$ cat config.mk
export PLATFORM = sky130hd
export DESIGN_NAME = mem_region_guard
export DESIGN_NICKNAME = d
export VERILOG_FILES = /design/src/rtl/rgn_guard_pkg.sv /design/src/rtl/rgn_table.sv /design/src/rtl/rgn_check.sv /design/src/rtl/rgn_exc_capture.sv /design/src/rtl/mem_region_guard.sv
export SDC_FILE = /design/constraint.sdc
export NUM_CORES = 1
export LEC_CHECK = 0
export BUFFER_PORTS_ARGS = -buffer_cell sky130_fd_sc_hd__clkbuf_2
export CORE_MARGIN = 2
export CORE_UTILIZATION = 55
export DETAILED_ROUTE_END_ITERATION = 8
export PLACE_DENSITY_LB_ADDON = 0.2
export REMOVE_ABC_BUFFERS = 1
export SLEW_MARGIN = 20
export SYNTH_ARGS = -nofsm -noshare
export SYNTH_HDL_FRONTEND = slang
export SYNTH_HIERARCHICAL = 1
export SYNTH_SLANG_ARGS = --single-unit
$ cat constraint.sdc
create_clock -name clk -period 10.1 [get_ports clk]
set_input_delay 1.515 -clock clk [delete_from_list [all_inputs] [get_ports clk]]
set_output_delay 1.515 -clock clk [all_outputs]
set_load 0.02 [all_outputs]
$ cat src/rtl/rgn_guard_pkg.sv
package rgn_guard_pkg;
   timeunit 1ns;
   timeprecision 1ps;

   localparam int          NUM_PERM    = 3;
   localparam logic [7:0]  WILDCARD_ID = 8'hC3;
   localparam logic [3:0]  ENABLE_KEY  = 4'hA;
   localparam int          CTRL_BG_BIT = 8;
   localparam int          CTRL_CA_BIT = 9;

   // field selector of the table write port
   localparam logic [2:0]  FLD_CTRL  = 3'd0;
   localparam logic [2:0]  FLD_START = 3'd1;
   localparam logic [2:0]  FLD_END   = 3'd2;
   localparam logic [2:0]  FLD_PERM0 = 3'd3;

   typedef struct packed {
      logic [7:0]  id;
      logic [15:0] grant;
   } perm_t;

   typedef struct packed {
      logic en;
      logic bg;
      logic cache_aware;
   } rctl_t;

   // bit within a nibble that a request needs
   function automatic logic [1:0] need_bit(input logic wr, input logic cache,
                                           input logic dbg, input logic cache_aware);
      if (dbg)                     return 2'd3;
      else if (cache_aware && cache) return 2'd2;
      else if (wr)                 return 2'd0;
      else                         return 2'd1;
   endfunction
endpackage

$ cat src/rtl/rgn_table.sv
module rgn_table
   import rgn_guard_pkg::*;
#(
   parameter int NREG   = 4,
   parameter int AW     = 32,
   parameter int RIDX_W = 2
) (
   input  logic                                clk,
   input  logic                                rst_n,
   input  logic                                we,
   input  logic [RIDX_W-1:0]                   region,
   input  logic [2:0]                          field,
   input  logic [AW-1:0]                       wdata,
   output rctl_t [NREG-1:0]                    ctl_o,
   output logic  [NREG-1:0][AW-1:0]            lo_o,
   output logic  [NREG-1:0][AW-1:0]            hi_o,
   output perm_t [NREG-1:0][NUM_PERM-1:0]      perm_o
);
   timeunit 1ns;
   timeprecision 1ps;

   for (genvar r = 0; r < NREG; r++) begin : g_rgn
      logic sel;
      assign sel = we && (region == RIDX_W'(r));

      always_ff @(posedge clk or negedge rst_n) begin
         if (!rst_n) begin
            ctl_o[r] <= '0;
            lo_o[r]  <= '0;
            hi_o[r]  <= '0;
         end else if (sel) begin
            if (field == FLD_CTRL) begin
               ctl_o[r].en          <= (wdata[3:0] == ENABLE_KEY);
               ctl_o[r].bg          <= wdata[CTRL_BG_BIT];
               ctl_o[r].cache_aware <= wdata[CTRL_CA_BIT];
            end
            if (field == FLD_START) lo_o[r] <= wdata;
            if (field == FLD_END)   hi_o[r] <= wdata;
         end
      end

      for (genvar e = 0; e < NUM_PERM; e++) begin : g_perm
         always_ff @(posedge clk or negedge rst_n) begin
            if (!rst_n)
               perm_o[r][e] <= '0;
            else if (sel && field == FLD_PERM0 + 3'(e))
               perm_o[r][e] <= wdata[23:0];
         end
      end
   end
endmodule

$ cat src/rtl/rgn_check.sv
module rgn_check
   import rgn_guard_pkg::*;
#(
   parameter int AW = 32
) (
   input  rctl_t                      ctl,
   input  logic [AW-1:0]              lo,
   input  logic [AW-1:0]              hi,
   input  perm_t [NUM_PERM-1:0]       perm,
   input  logic [AW-1:0]              addr,
   input  logic [7:0]                 id,
   input  logic                       secure,
   input  logic                       priv,
   input  logic                       wr,
   input  logic                       cache,
   input  logic                       dbg,
   output logic                       hit,
   output logic                       pass
);
   timeunit 1ns;
   timeprecision 1ps;

   logic [3:0] gidx;

   assign hit  = ctl.en && (addr >= lo) && (addr <= hi);
   // nibble select {~secure, priv}, bit select from request kind
   assign gidx = {~secure, priv, need_bit(wr, cache, dbg, ctl.cache_aware)};

   always_comb begin
      pass = 1'b0;
      for (int e = 0; e < NUM_PERM; e++) begin
         if ((perm[e].id == id || perm[e].id == WILDCARD_ID) && perm[e].grant[gidx])
            pass = 1'b1;
      end
   end
endmodule

$ cat src/rtl/rgn_exc_capture.sv
module rgn_exc_capture #(
   parameter int AW = 32
) (
   input  logic          clk,
   input  logic          rst_n,
   input  logic          viol,
   input  logic          clear,
   input  logic [AW-1:0] addr,
   input  logic [31:0]   info,
   output logic          valid,
   output logic          overflow,
   output logic [AW-1:0] addr_q,
   output logic [31:0]   info_q
);
   timeunit 1ns;
   timeprecision 1ps;

   always_ff @(posedge clk or negedge rst_n) begin
      if (!rst_n) begin
         valid    <= 1'b0;
         overflow <= 1'b0;
         addr_q   <= '0;
         info_q   <= '0;
      end else if (viol && (!valid || clear)) begin
         valid    <= 1'b1;
         overflow <= 1'b0;
         addr_q   <= addr;
         info_q   <= info;
      end else if (viol) begin
         overflow <= 1'b1;
      end else if (clear) begin
         valid    <= 1'b0;
         overflow <= 1'b0;
      end
   end
endmodule

$ cat src/rtl/mem_region_guard.sv
module mem_region_guard
   import rgn_guard_pkg::*;
#(
   parameter int         NREG          = 4,
   parameter int         AW            = 32,
   parameter int         DW            = 32,
   parameter logic [7:0] FW_ID         = 8'h01,
   parameter bit         NOMATCH_ALLOW = 1'b0,
   localparam int        RIDX_W        = (NREG > 1) ? $clog2(NREG) : 1
) (
   input  logic              clk,
   input  logic              rst_n,
   input  logic              cfg_we,
   input  logic [RIDX_W-1:0] cfg_region,
   input  logic [2:0]        cfg_field,
   input  logic [AW-1:0]     cfg_wdata,
   input  logic              req_valid,
   input  logic              req_write,
   input  logic [AW-1:0]     req_addr,
   input  logic [7:0]        req_id,
   input  logic              req_secure,
   input  logic              req_priv,
   input  logic              req_cache,
   input  logic              req_debug,
   output logic              mem_valid,
   input  logic [DW-1:0]     mem_rdata,
   output logic              rsp_err,
   output logic [DW-1:0]     rsp_rdata,
   input  logic              exc_clear,
   output logic              exc_valid,
   output logic              exc_overflow,
   output logic [AW-1:0]     exc_addr,
   output logic [31:0]       exc_info,
   output logic              irq
);
   timeunit 1ns;
   timeprecision 1ps;

   if (NREG < 1 || NREG > 64) begin : g_bad_nreg
      $error("NREG out of range");
   end
   if (AW < 24 || AW > 64) begin : g_bad_aw
      $error("AW must hold a permission entry and stay at most 64");
   end
   if (DW < 1) begin : g_bad_dw
      $error("DW must be positive");
   end

   rctl_t [NREG-1:0]                ctl;
   logic  [NREG-1:0][AW-1:0]        lo, hi;
   perm_t [NREG-1:0][NUM_PERM-1:0]  perm;
   logic  [NREG-1:0]                hit, pass;

   rgn_table #(.NREG(NREG), .AW(AW), .RIDX_W(RIDX_W)) i_table (
      .clk, .rst_n,
      .we(cfg_we), .region(cfg_region), .field(cfg_field), .wdata(cfg_wdata),
      .ctl_o(ctl), .lo_o(lo), .hi_o(hi), .perm_o(perm)
   );

   for (genvar r = 0; r < NREG; r++) begin : g_chk
      rgn_check #(.AW(AW)) i_rgn (
         .ctl(ctl[r]), .lo(lo[r]), .hi(hi[r]), .perm(perm[r]),
         .addr(req_addr), .id(req_id), .secure(req_secure), .priv(req_priv),
         .wr(req_write), .cache(req_cache), .dbg(req_debug),
         .hit(hit[r]), .pass(pass[r])
      );
   end

   // lowest-numbered foreground hit wins, then lowest-numbered background hit
   logic fg_any, fg_pass, bg_any, bg_pass, nomatch_pass, allow;
   always_comb begin
      fg_any = 1'b0; fg_pass = 1'b0;
      bg_any = 1'b0; bg_pass = 1'b0;
      for (int r = NREG - 1; r >= 0; r--) begin
         if (hit[r] && !ctl[r].bg) begin
            fg_any  = 1'b1;
            fg_pass = pass[r];
         end
         if (hit[r] && ctl[r].bg) begin
            bg_any  = 1'b1;
            bg_pass = pass[r];
         end
      end
   end

   if (NOMATCH_ALLOW) begin : g_open
      assign nomatch_pass = 1'b1;
   end else begin : g_closed
      assign nomatch_pass = 1'b0;
   end

   assign allow     = fg_any ? fg_pass : (bg_any ? bg_pass : nomatch_pass);
   assign mem_valid = req_valid && allow;
   assign rsp_err   = req_valid && !allow;
   assign rsp_rdata = allow ? mem_rdata : '0;

   logic [31:0] info_now;
   assign info_now = {FW_ID, 11'd0, req_debug, req_cache, req_priv, req_secure,
                      req_write, req_id};

   rgn_exc_capture #(.AW(AW)) i_exc (
      .clk, .rst_n,
      .viol(rsp_err), .clear(exc_clear), .addr(req_addr), .info(info_now),
      .valid(exc_valid), .overflow(exc_overflow), .addr_q(exc_addr), .info_q(exc_info)
   );

   assign irq = exc_valid;
endmodule

**Yosys cells after proc, flatten, opt, wreduce, memory -nomap -nowiden**

Cells that the tools add are included.

- Add/subtract/negate cells: 0
- Multipliers: 0
- Divide/modulo/power cells: 0
- Order comparisons: 12
- Equality and inequality tests: 34
- Shifts and indexed selects: 0
- Mux-type cells: 69
- Bitwise gates (word level): 1
- Reduce and logical (&&, ||, !) cells: 87

Operators by type and width:

| cell | count |
|---|---|
| greater-or-equal comparator 32 bit | 4 |
| <= comparator 32 bit | 4 |
| equality test 8 bit | 12 |
| equality test 8 bit (second input constant) | 12 |
| logical AND 1 bit | 51 |
| binary-select mux 1 bit (select 4 bit) | 12 |
| 2-to-1 mux 1 bit | 48 |
| 2-to-1 mux 32 bit | 1 |
| AND reduction 2 bit | 13 |
| less-than comparator 4 x 5 -> 1 bit (second input constant) | 4 |
| 2-to-1 mux 2 bit | 8 |
| logical OR 1 bit | 13 |
| equality test 3 x 2 -> 1 bit (second input constant) | 2 |
| equality test 3 bit (second input constant) | 2 |
| logical NOT 1 bit | 6 |
| equality test 2 bit (second input constant) | 2 |
| equality test 4 bit (second input constant) | 1 |
| equality test 3 x 1 -> 1 bit (second input constant) | 1 |
| logical NOT 3 bit | 1 |
| nonzero test 3 bit | 1 |
| equality test 2 x 1 -> 1 bit (second input constant) | 1 |
| logical NOT 2 bit | 1 |
| != test 2 bit (second input constant) | 1 |
| nonzero test 2 bit | 1 |
| NOT 1 bit | 1 |

- Register bits after elaboration: 604
- Latch bits: 0
- Bits in writable memories: 0
- Bits in read-only memories: 0
- Word-level logic and storage cells: 251
- Memories: 0

**Logic depth before layout (Yosys ltp)**

Gate-level depths: netlist of the first run.

- Depth after elaboration: 20
- Gate-level depth with buffers: 16
- Mapped depth without buffers: 14

**Hierarchy**

The synthesis of the first run kept the hierarchy.

Modules (own cells, without submodules):

| module | instances | cells each | area an instance (sq um) | seq. area each (sq um) |
|---|---|---|---|---|
| rgn_table | 1 | 1250 | 21006.4 | 13913.3 |
| rgn_check | 4 | 325 | 2348.5 | 0.0 |
| rgn_exc_capture | 1 | 141 | 2710.1 | 1651.6 |
| mem_region_guard | 1 | 63 | 485.5 | 0.0 |

**Least setup slack after synthesis of the first run**

Ideal clock, no wire load.

- Path kind: input -> output
- Start point: in req_addr[9]
- End point: out rsp_rdata[11]
- Data arrival time: 4252 ps
- Data required time: 8585 ps
- Slack: 4333 ps
- Stages: 13
- Buffers on the path: 2
- Path through: ha_1 a21o_1 a21oi_1 o21ai_0 a211o_1 a211o_1 a22oi_1 a32o_1 a41oi_1 o2111a_1 buf_2 buf_2 nor3b_1

- Elaborated cells on any way between the ends: 43

RTL lines:

| item | line | text |
|---|---|---|
| start: declaration | mem_region_guard.sv:19 | `input logic [AW-1:0] req_addr,` |
| greater-or-equal comparator 32 bit | rgn_check.sv:25 | `assign hit = ctl.en && (addr >= lo) && (addr <= hi);` |
| logical AND 1 bit | rgn_check.sv:25 |  |
| logical AND 1 bit * | rgn_check.sv:25 |  |
| via hit[1] | mem_region_guard.sv:52 | `logic [NREG-1:0] hit, pass;` |
| logical AND 1 bit | mem_region_guard.sv:79 | `if (hit[r] && ctl[r].bg) begin` |
| 2-to-1 mux 1 bit (2 in series) | mem_region_guard.sv:79 |  |
| 2-to-1 mux 1 bit | mem_region_guard.sv:92 | `assign allow = fg_any ? fg_pass : (bg_any ? bg_pass : nomatch_pass);` |
| 2-to-1 mux 1 bit * | mem_region_guard.sv:92 |  |
| 2-to-1 mux 32 bit * | mem_region_guard.sv:95 | `assign rsp_rdata = allow ? mem_rdata : '0;` |
| end: declaration | mem_region_guard.sv:28 | `output logic [DW-1:0] rsp_rdata,` |

The timed path passes the listed nets; every way through them passes the cells marked *.

**Final worst setup path of the first run**

- Start point: in req_write
- End point: out rsp_err

- Cells in the longest elaborated chain, start to end: 17
- Elaborated cells on any way between the ends: 69

RTL lines:

| item | line | text |
|---|---|---|
| start: declaration | mem_region_guard.sv:18 | `input logic req_write,` |
| 2-to-1 mux 1 bit * | rgn_guard_pkg.sv:33 | `else if (wr) return 2'd0;` |
| 2-to-1 mux 2 bit * | rgn_guard_pkg.sv:32 | `else if (cache_aware && cache) return 2'd2;` |
| 2-to-1 mux 2 bit * | rgn_guard_pkg.sv:31 | `if (dbg) return 2'd3;` |
| binary-select mux 1 bit (select 4 bit) | rgn_check.sv:32 | `if ((perm[e].id == id \|\| perm[e].id == WILDCARD_ID) && perm[e].grant[gidx])` |
| 2-to-1 mux 1 bit (not written as such) | rgn_check.sv:32 |  |
| logical AND 1 bit | rgn_check.sv:32 |  |
| 2-to-1 mux 1 bit (2 in series) | rgn_check.sv:32 |  |
| 2-to-1 mux 1 bit * | rgn_check.sv:32 |  |
| via pass[3] | mem_region_guard.sv:52 |  |
| 2-to-1 mux 1 bit (4 in series) | mem_region_guard.sv:79 |  |
| 2-to-1 mux 1 bit | mem_region_guard.sv:92 |  |
| 2-to-1 mux 1 bit * | mem_region_guard.sv:92 |  |
| logical NOT 1 bit * | mem_region_guard.sv:94 | `assign rsp_err = req_valid && !allow;` |
| logical AND 1 bit * | mem_region_guard.sv:94 |  |
| end: declaration | mem_region_guard.sv:27 | `output logic rsp_err,` |

The timed path passes the listed nets; every way through them passes the cells marked *. The select of a mux whose other input is x is not followed.

==> flow_metrics.py, run 1 <==
metrics = {
    "run_status": {
        "outcome": "finished, final reports clean",
    },
    "logic_synthesis": {
        "synth_top_family_by_area": "multiplexers",
        "syn_area_um2": 33600,
        "ys_top_cells_by_area": "dfrtp_1 (46%), mux2_2 (17%), ha_1 (9.5%)",
        "synthMuxAreaShare_pct": 24.9,
        "synth_commonest_cells": "dfrtp_1 (622), mux2_2 (522), inv_1 (264), ha_1 (256), a21oi_1 (113)",
        "ys_types": 54,
        "syn_area_per_cell_um2": 12.2,
        "synthXorXnorAreaFrac_pct": 2.50,
        "yosys.area.top_type": "dfrtp_1",
        "synth_fa_ha_area_share_pct": 9.53,
        "synth-seq-area-share_pct": 46.3,
        "synth-compound-area-share_pct": 5.71,
        "ys.flop_type": "dfrtp_1",
        "synthCells": 2754,
        "yosysTopAreaCellShare_pct": 46.3,
        "synth-simple-area-share_pct": 6.00,
        "yosys_warnings": 6,
        "synthArstFlopShare_pct": 100,
        "ys_ff_latch": 622,
        "synth_enable_flop_cells": 0,
        "yosysMostFrequentCell": "dfrtp_1",
    },
    "floorplan": {
        "num_io_pins": 220,
        "row_count": 90,
        "die_h_um": 251,
        "core-area_um2": 60400,
        "die_area_um2": 63100,
        "start_util_pct": 55.7,
        "die_width_um": 251,
    },
    "power_and_ir_drop": {
        "p_per_area_nw_per_um2": 200,
        "p_int_uw": 5350,
        "p_sw_uw": 2160,
        "leakagePower_uw": 0.0180,
        "peakVddDrop_mv": 0.139,
        "p_clk_share_pct": 34.2,
        "seqPwrFrac_pct": 43.3,
        "switching_share_pct": 28.8,
        "total_power_uw": 7510,
        "pwr-share-comb_pct": 22.5,
    },
    "sta": {
        "setup_violations": 0,
        "fin_skew_ps": 26.4,
        "finalHoldViolations": 0,
        "worst_pin_slew_ps": 1110,
        "rsz0062_at_grt": "no",
        "finalMaxSlewViolations": 0,
        "fin_ws_ps": 2950,
        "layout_min_cycle_time_ps": 7150,
        "maxSlewHeadroom_pct": 25.9,
        "max_clock_freq_mhz": 140,
        "finalCritPeriodShare_pct": 70.8,
        "tns_ps": 0,
    },
    "detailed_routing": {
        "drcViolationCount": 0,
        "dr.pass1.iters": 5,
        "drt-total-wl_mm": 86.8,
        "wire_per_inst_um": 22.9,
        "ant_nets": 0,
        "vias": 22300,
        "vias_per_cell": 5.88,
        "drt_iter0_markers": 1547,
    },
    "global_routing": {
        "grt_overflow_total": 0,
        "grt_start_max_net_pins": 138,
        "grt_pass1_wl_mm": 135,
        "antenna_found_initial": 3,
        "grt_pass1_vias": 23300,
        "grt_use_total_pct": 27.8,
    },
    "place": {
        "portBuffers": 219,
        "preCtsSetupSlack_ps": 2990,
        "gp_routability_congestion": 0.907,
        "hpwl_mm": 57.3,
    },
    "clocking": {
        "clk_pin_slew_ps": 50,
        "cts_buffer_depth": 3,
        "ctsResizeCount": 0,
        "insertion_delay_ps": 610,
        "cts_sinks": 622,
        "cts_made_buffers": 69,
        "clock-root-buffer": "clkbuf_16",
        "ctsHoldBuffers": 0,
        "cts_setup_buffers": 0,
        "cts_tree": "yes",
        "cts-htree-levels": 3,
    },
    "hold_path": {
        "hp-start": "i_table/lo_o[4]$_DFFE_PN0P_",
        "hold_depth": 1,
        "hp-class": "flip-flop to flip-flop",
        "min_to": "i_table/lo_o[4]$_DFFE_PN0P_",
    },
    "worst_setup_path": {
        "r2r_start": "i_table/hi_o[13]$_DFFE_PN0P_",
        "crit_type": "input pin to output port",
        "r2r-end": "i_exc/addr_q[25]$_DFFE_PN0P_",
        "cp.arrival_ps": 5640,
        "path_max_fanout": 30,
        "reg2reg_slack_ps": 4610,
        "start_kind": "input pin",
        "cp.required_ps": 8590,
        "reg2reg_depth": 16,
        "end_kind": "output port",
    },
    "layout": {
        "layout.nets": 3328,
        "drive_gt1_share_pct": 33.7,
        "syn_to_final_growth_pct": 11.9,
    },
    "job": {
        "maxCapViolCount": 0,
    },
}
critical path, stage by stage:
cell and delay [ps]:
clkbuf_2 780, mux2_2 430, mux4_2 450, mux2i_1 340, a21oi_1 130, nand2_1 80
o211ai_1 190, mux2_4 360, o31ai_4 480, buf_4 370, o21a_1 260, clkbuf_2 210
cell families (layout without fill, tap and decap cells):
logic type,after synthesis,in the layout
buffers and inverters,395,629
other,2,20
xor gates and xnor gates,96,96
DFF,622,622
adders and majority gates,256,256
and+or+nand+nor,376,376
muxes,698,698
AOI/OAI and AO/OA,309,309
cell type report:
type | instances | area (um^2)
clock inverters | 26 | 313
flip-flops and latches | 622 | 15600
fillers | 4766 | 22800
clock buffers | 97 | 2010
repair buffers | 242 | 1290
diodes | 1 | 2.50
well taps | 782 | 978
multi-input cells | 1754 | 16500
inverters | 264 | 991
power groups by stage:
stage | Combinational (uW) | Sequential (uW) | Clock [uW]
global route | 1870 | 3310 | 2720
floorplan | 1130 | 3250 | 0
CTS | 1690 | 3240 | 2620
finish | 1690 | 3250 | 2570
global placement | 1610 | 3250 | 0
detailed placement | 1680 | 3280 | 0
flip-flops by register name, indices dropped and copies added (netlist names):
signal          cells
i_table/perm_o    288
i_table/hi_o      128
i_table/lo_o      128
i_exc/addr_q       32
i_exc/info_q       32
i_table/ctl_o      12
i_exc/overflow      1
i_exc/valid         1
worst max path at each step:
stage               slack, ps   startpoint  cells past startpoint      end
floorplan                3900  req_addr[9]                     11  rsp_err
global placement         3030    req_write                     12  rsp_err
detailed placement       2990    req_write                     12  rsp_err
CTS                      2970    req_write                     12  rsp_err
global route             2760    req_write                     14  rsp_err
finish                   2950    req_write                     12  rsp_err
stage by stage:
step	area, um^2	instances	utilization, %	hold WS, ps
detailed placement	35300	3664	58.4	477
CTS	37600	3787	62.3	502
floorplan	33000	2640	-	458
global route	37600	3787	62.3	507
global placement	35300	3664	58.4	469
finish	37600	3788	62.3	502
layer usage:
| layer | track usage [%] | up-vias | wire length, um |
|---|---|---|---|
| met1 | 37.3 | 11500 | 38200 |
| met2 | 46.7 | 506 | 42500 |
| met4 | 9.01 | 2 | 2560 |
| met5 | 0 | - | 13 |
| met3 | 4.11 | 146 | 3600 |
| li1 | - | 10100 | - |
placed cells by master (no fill, tap or decap), types with 21 or more instances in the layout:
cell type / synthesis / routed
xnor2_1: 96 / 96
inv_1: 264 / 264
buf_4: 2 / 21
nor2_1: 60 / 54
a21o_1: 28 / 28
nand2_1: 91 / 84
mux2_4: 101 / 101
clkbuf_2: 0 / 218
ha_1: 256 / 256
clkbuf_16: 0 / 72
mux2_2: 522 / 522
a21oi_1: 113 / 113
mux2i_1: 45 / 45
dfrtp_1: 622 / 622
a211oi_1: 24 / 24
nand3_1: 36 / 36
o21ai_0: 69 / 69
nand4_1: 68 / 68
nor3b_1: 31 / 31
No activity file was read; power rests on OpenSTA's default activity.
==> run 2, diff against run 1 <==
==> constraint.sdc (replaced) <==
create_clock -name clk -period 6.6 [get_ports clk]
set_input_delay 0.99 -clock clk [delete_from_list [all_inputs] [get_ports clk]]
set_output_delay 0.99 -clock clk [all_outputs]
set_load 0.02 [all_outputs]
==> flow_metrics.py, run 2 (synthesized netlist as in run 1, its figures left out) <==
metrics = {
    "clocking": {
        "cts_tree": "yes",
        "ctsResizeCount": 0,
        "clock-root-buffer": "clkbuf_16",
        "cts_setup_buffers": 0,
        "insertion_delay_ps": 600,
        "ctsHoldBuffers": 0,
        "cts_buffer_depth": 3,
        "cts_sinks": 622,
        "clk_pin_slew_ps": 50,
        "cts-htree-levels": 3,
        "cts_made_buffers": 69,
    },
    "power_and_ir_drop": {
        "p_per_area_nw_per_um2": 303,
        "peakVddDrop_mv": 0.246,
        "leakagePower_uw": 0.0180,
    },
    "worst_setup_path": {
        "crit_type": "input pin to output port",
        "r2r-end": "i_exc/addr_q[24]$_DFFE_PN0P_",
        "worst_path_max_delay_cell": "a2111oi_1",
        "path_max_fanout": 20,
        "slowest_delay_ps": 820,
        "critPathBufInv": 4,
        "end_kind": "output port",
        "crit_chain": "clkbuf_2 -> ha_1 -> a21o_1 -> a21o_1 -> a21oi_1 -> a2111oi_1 -> o21ai_0 -> a22oi_1 -> a32o_1 -> a41oi_1 -> o2111a_1 -> buf_4 -> buf_4 -> nor3b_1 -> clkbuf_2",
        "r2r_start": "i_table/lo_o[62]$_DFFE_PN0P_",
        "reg2reg_slack_ps": 1670,
        "start_kind": "input pin",
        "reg2reg_depth": 16,
        "crit_family": "compound AO/OA/AOI/OAI gates",
        "cp.required_ps": 5610,
        "cp.arrival_ps": 5000,
    },
    "run_status": {
        "outcome": "finished, final reports clean",
    },
    "global_routing": {
        "grt_use_total_pct": 28.2,
        "grt_pass1_wl_mm": 137,
        "grt_overflow_total": 0,
        "grt_pass1_vias": 23300,
        "grt_start_max_net_pins": 179,
        "antenna_found_initial": 3,
    },
    "layout": {
        "regMostFlops": "i_table/perm_o",
        "reg_top3": "i_table/perm_o x288, i_table/hi_o x128, i_table/lo_o x128",
        "final_area_um2": 37600,
        "drive_gt1_share_pct": 33.7,
        "final_common_cell": "dfrtp_1",
        "diodes": 0,
        "layout.nets": 3330,
        "syn_to_final_growth_pct": 11.9,
        "final_util_pct": 62.3,
        "final_cell_mix": "dfrtp_1 (622), mux2_2 (522), inv_1 (264)",
        "largest_reg_flops": 288,
    },
    "sta": {
        "fin_skew_ps": 17.9,
        "max_clock_freq_mhz": 167,
        "setup_violations": 0,
        "worst_pin_slew_ps": 1150,
        "finalHoldWorstSlack_ps": 296,
        "layout_min_cycle_time_ps": 5990,
        "finalHoldViolations": 0,
        "maxSlewHeadroom_pct": 23.0,
        "tns_ps": 0,
        "fin_ws_ps": 612,
        "finalMaxSlewViolations": 0,
        "rsz0062_at_grt": "no",
        "finalCritPeriodShare_pct": 90.7,
    },
    "hold_path": {
        "hp-class": "input pin to asynchronous set/reset pin",
    },
    "detailed_routing": {
        "ant_nets": 0,
        "drcViolationCount": 0,
        "wire_per_inst_um": 23.2,
        "drt-total-wl_mm": 87.6,
        "dr.pass1.iters": 5,
        "drt_iter0_markers": 1571,
        "vias_per_cell": 5.87,
        "vias": 22200,
    },
    "place": {
        "portBuffers": 219,
        "dpl_cell_area_um2": 35300,
        "preCtsSetupSlack_ps": 643,
        "hpwl_mm": 58.3,
        "gp_routability_congestion": 0.887,
    },
    "job": {
        "maxCapViolCount": 0,
    },
    "floorplan": {
        "die_h_um": 251,
        "die_width_um": 251,
        "core-area_um2": 60400,
        "die_area_um2": 63100,
        "start_util_pct": 55.7,
        "num_io_pins": 220,
        "row_count": 90,
    },
}
[run 2: report_power, final]
part / total, uW / switching (uW) / internal, uW
logic: 2590 / 1300 / 1290
registers: 4970 / 430 / 4540
clock network: 3820 / 1530 / 2290
total: 11400 / 3260 / 8120
[run 2: how the worst max path moves through the flow]
stage | from | end | slack, ps | cells past startpoint
floorplan | req_addr[9] | i_exc/addr_q[0]$_DFFE_PN0P_ | 1240 | 13
global route | req_addr[28] | rsp_rdata[5] | 410 | 14
CTS | req_addr[29] | rsp_rdata[28] | 610 | 14
global placement | req_addr[13] | rsp_rdata[25] | 500 | 15
finish | req_addr[13] | rsp_rdata[28] | 610 | 15
detailed placement | req_addr[29] | rsp_rdata[28] | 640 | 14
[run 2: worst register-to-register path, delay by kind of cell (launching register included)]
kind / cells / cell delay, ps
DFF: 1 / 350
buffers and inverters: 3 / 690
adders and majority gates: 1 / 330
muxes: 1 / 470
and+or+nand+nor: 4 / 770
AOI/OAI and AO/OA: 7 / 2210
[run 2: area by class of cell]
class	instances	area, um^2
flip-flops and latches	622	15600
fillers	4758	22700
repair buffers	244	1340
well taps	782	978
clock inverters	12	135
inverters	264	991
clock buffers	106	2130
multi-input cells	1754	16500
[run 2: per-stage QoR]
stage | instances | total power, uW
2_1_floorplan | 2640 | 6700
3_3_place_gp | 3666 | 7470
3_5_place_dp | 3666 | 7610
4_1_cts | 3784 | 11500
5_1_grt | 3784 | 12000
6_report | 3784 | 11400
[run 2: layer usage]
layer / GRT usage (%) / up-vias / routed length (um)
met5: 0 / - / 13
met4: 8.79 / 2 / 2500
met3: 4.20 / 139 / 3580
met2: 48.1 / 471 / 43700
met1: 37.2 / 11500 / 37800
li1: - / 10100 / -
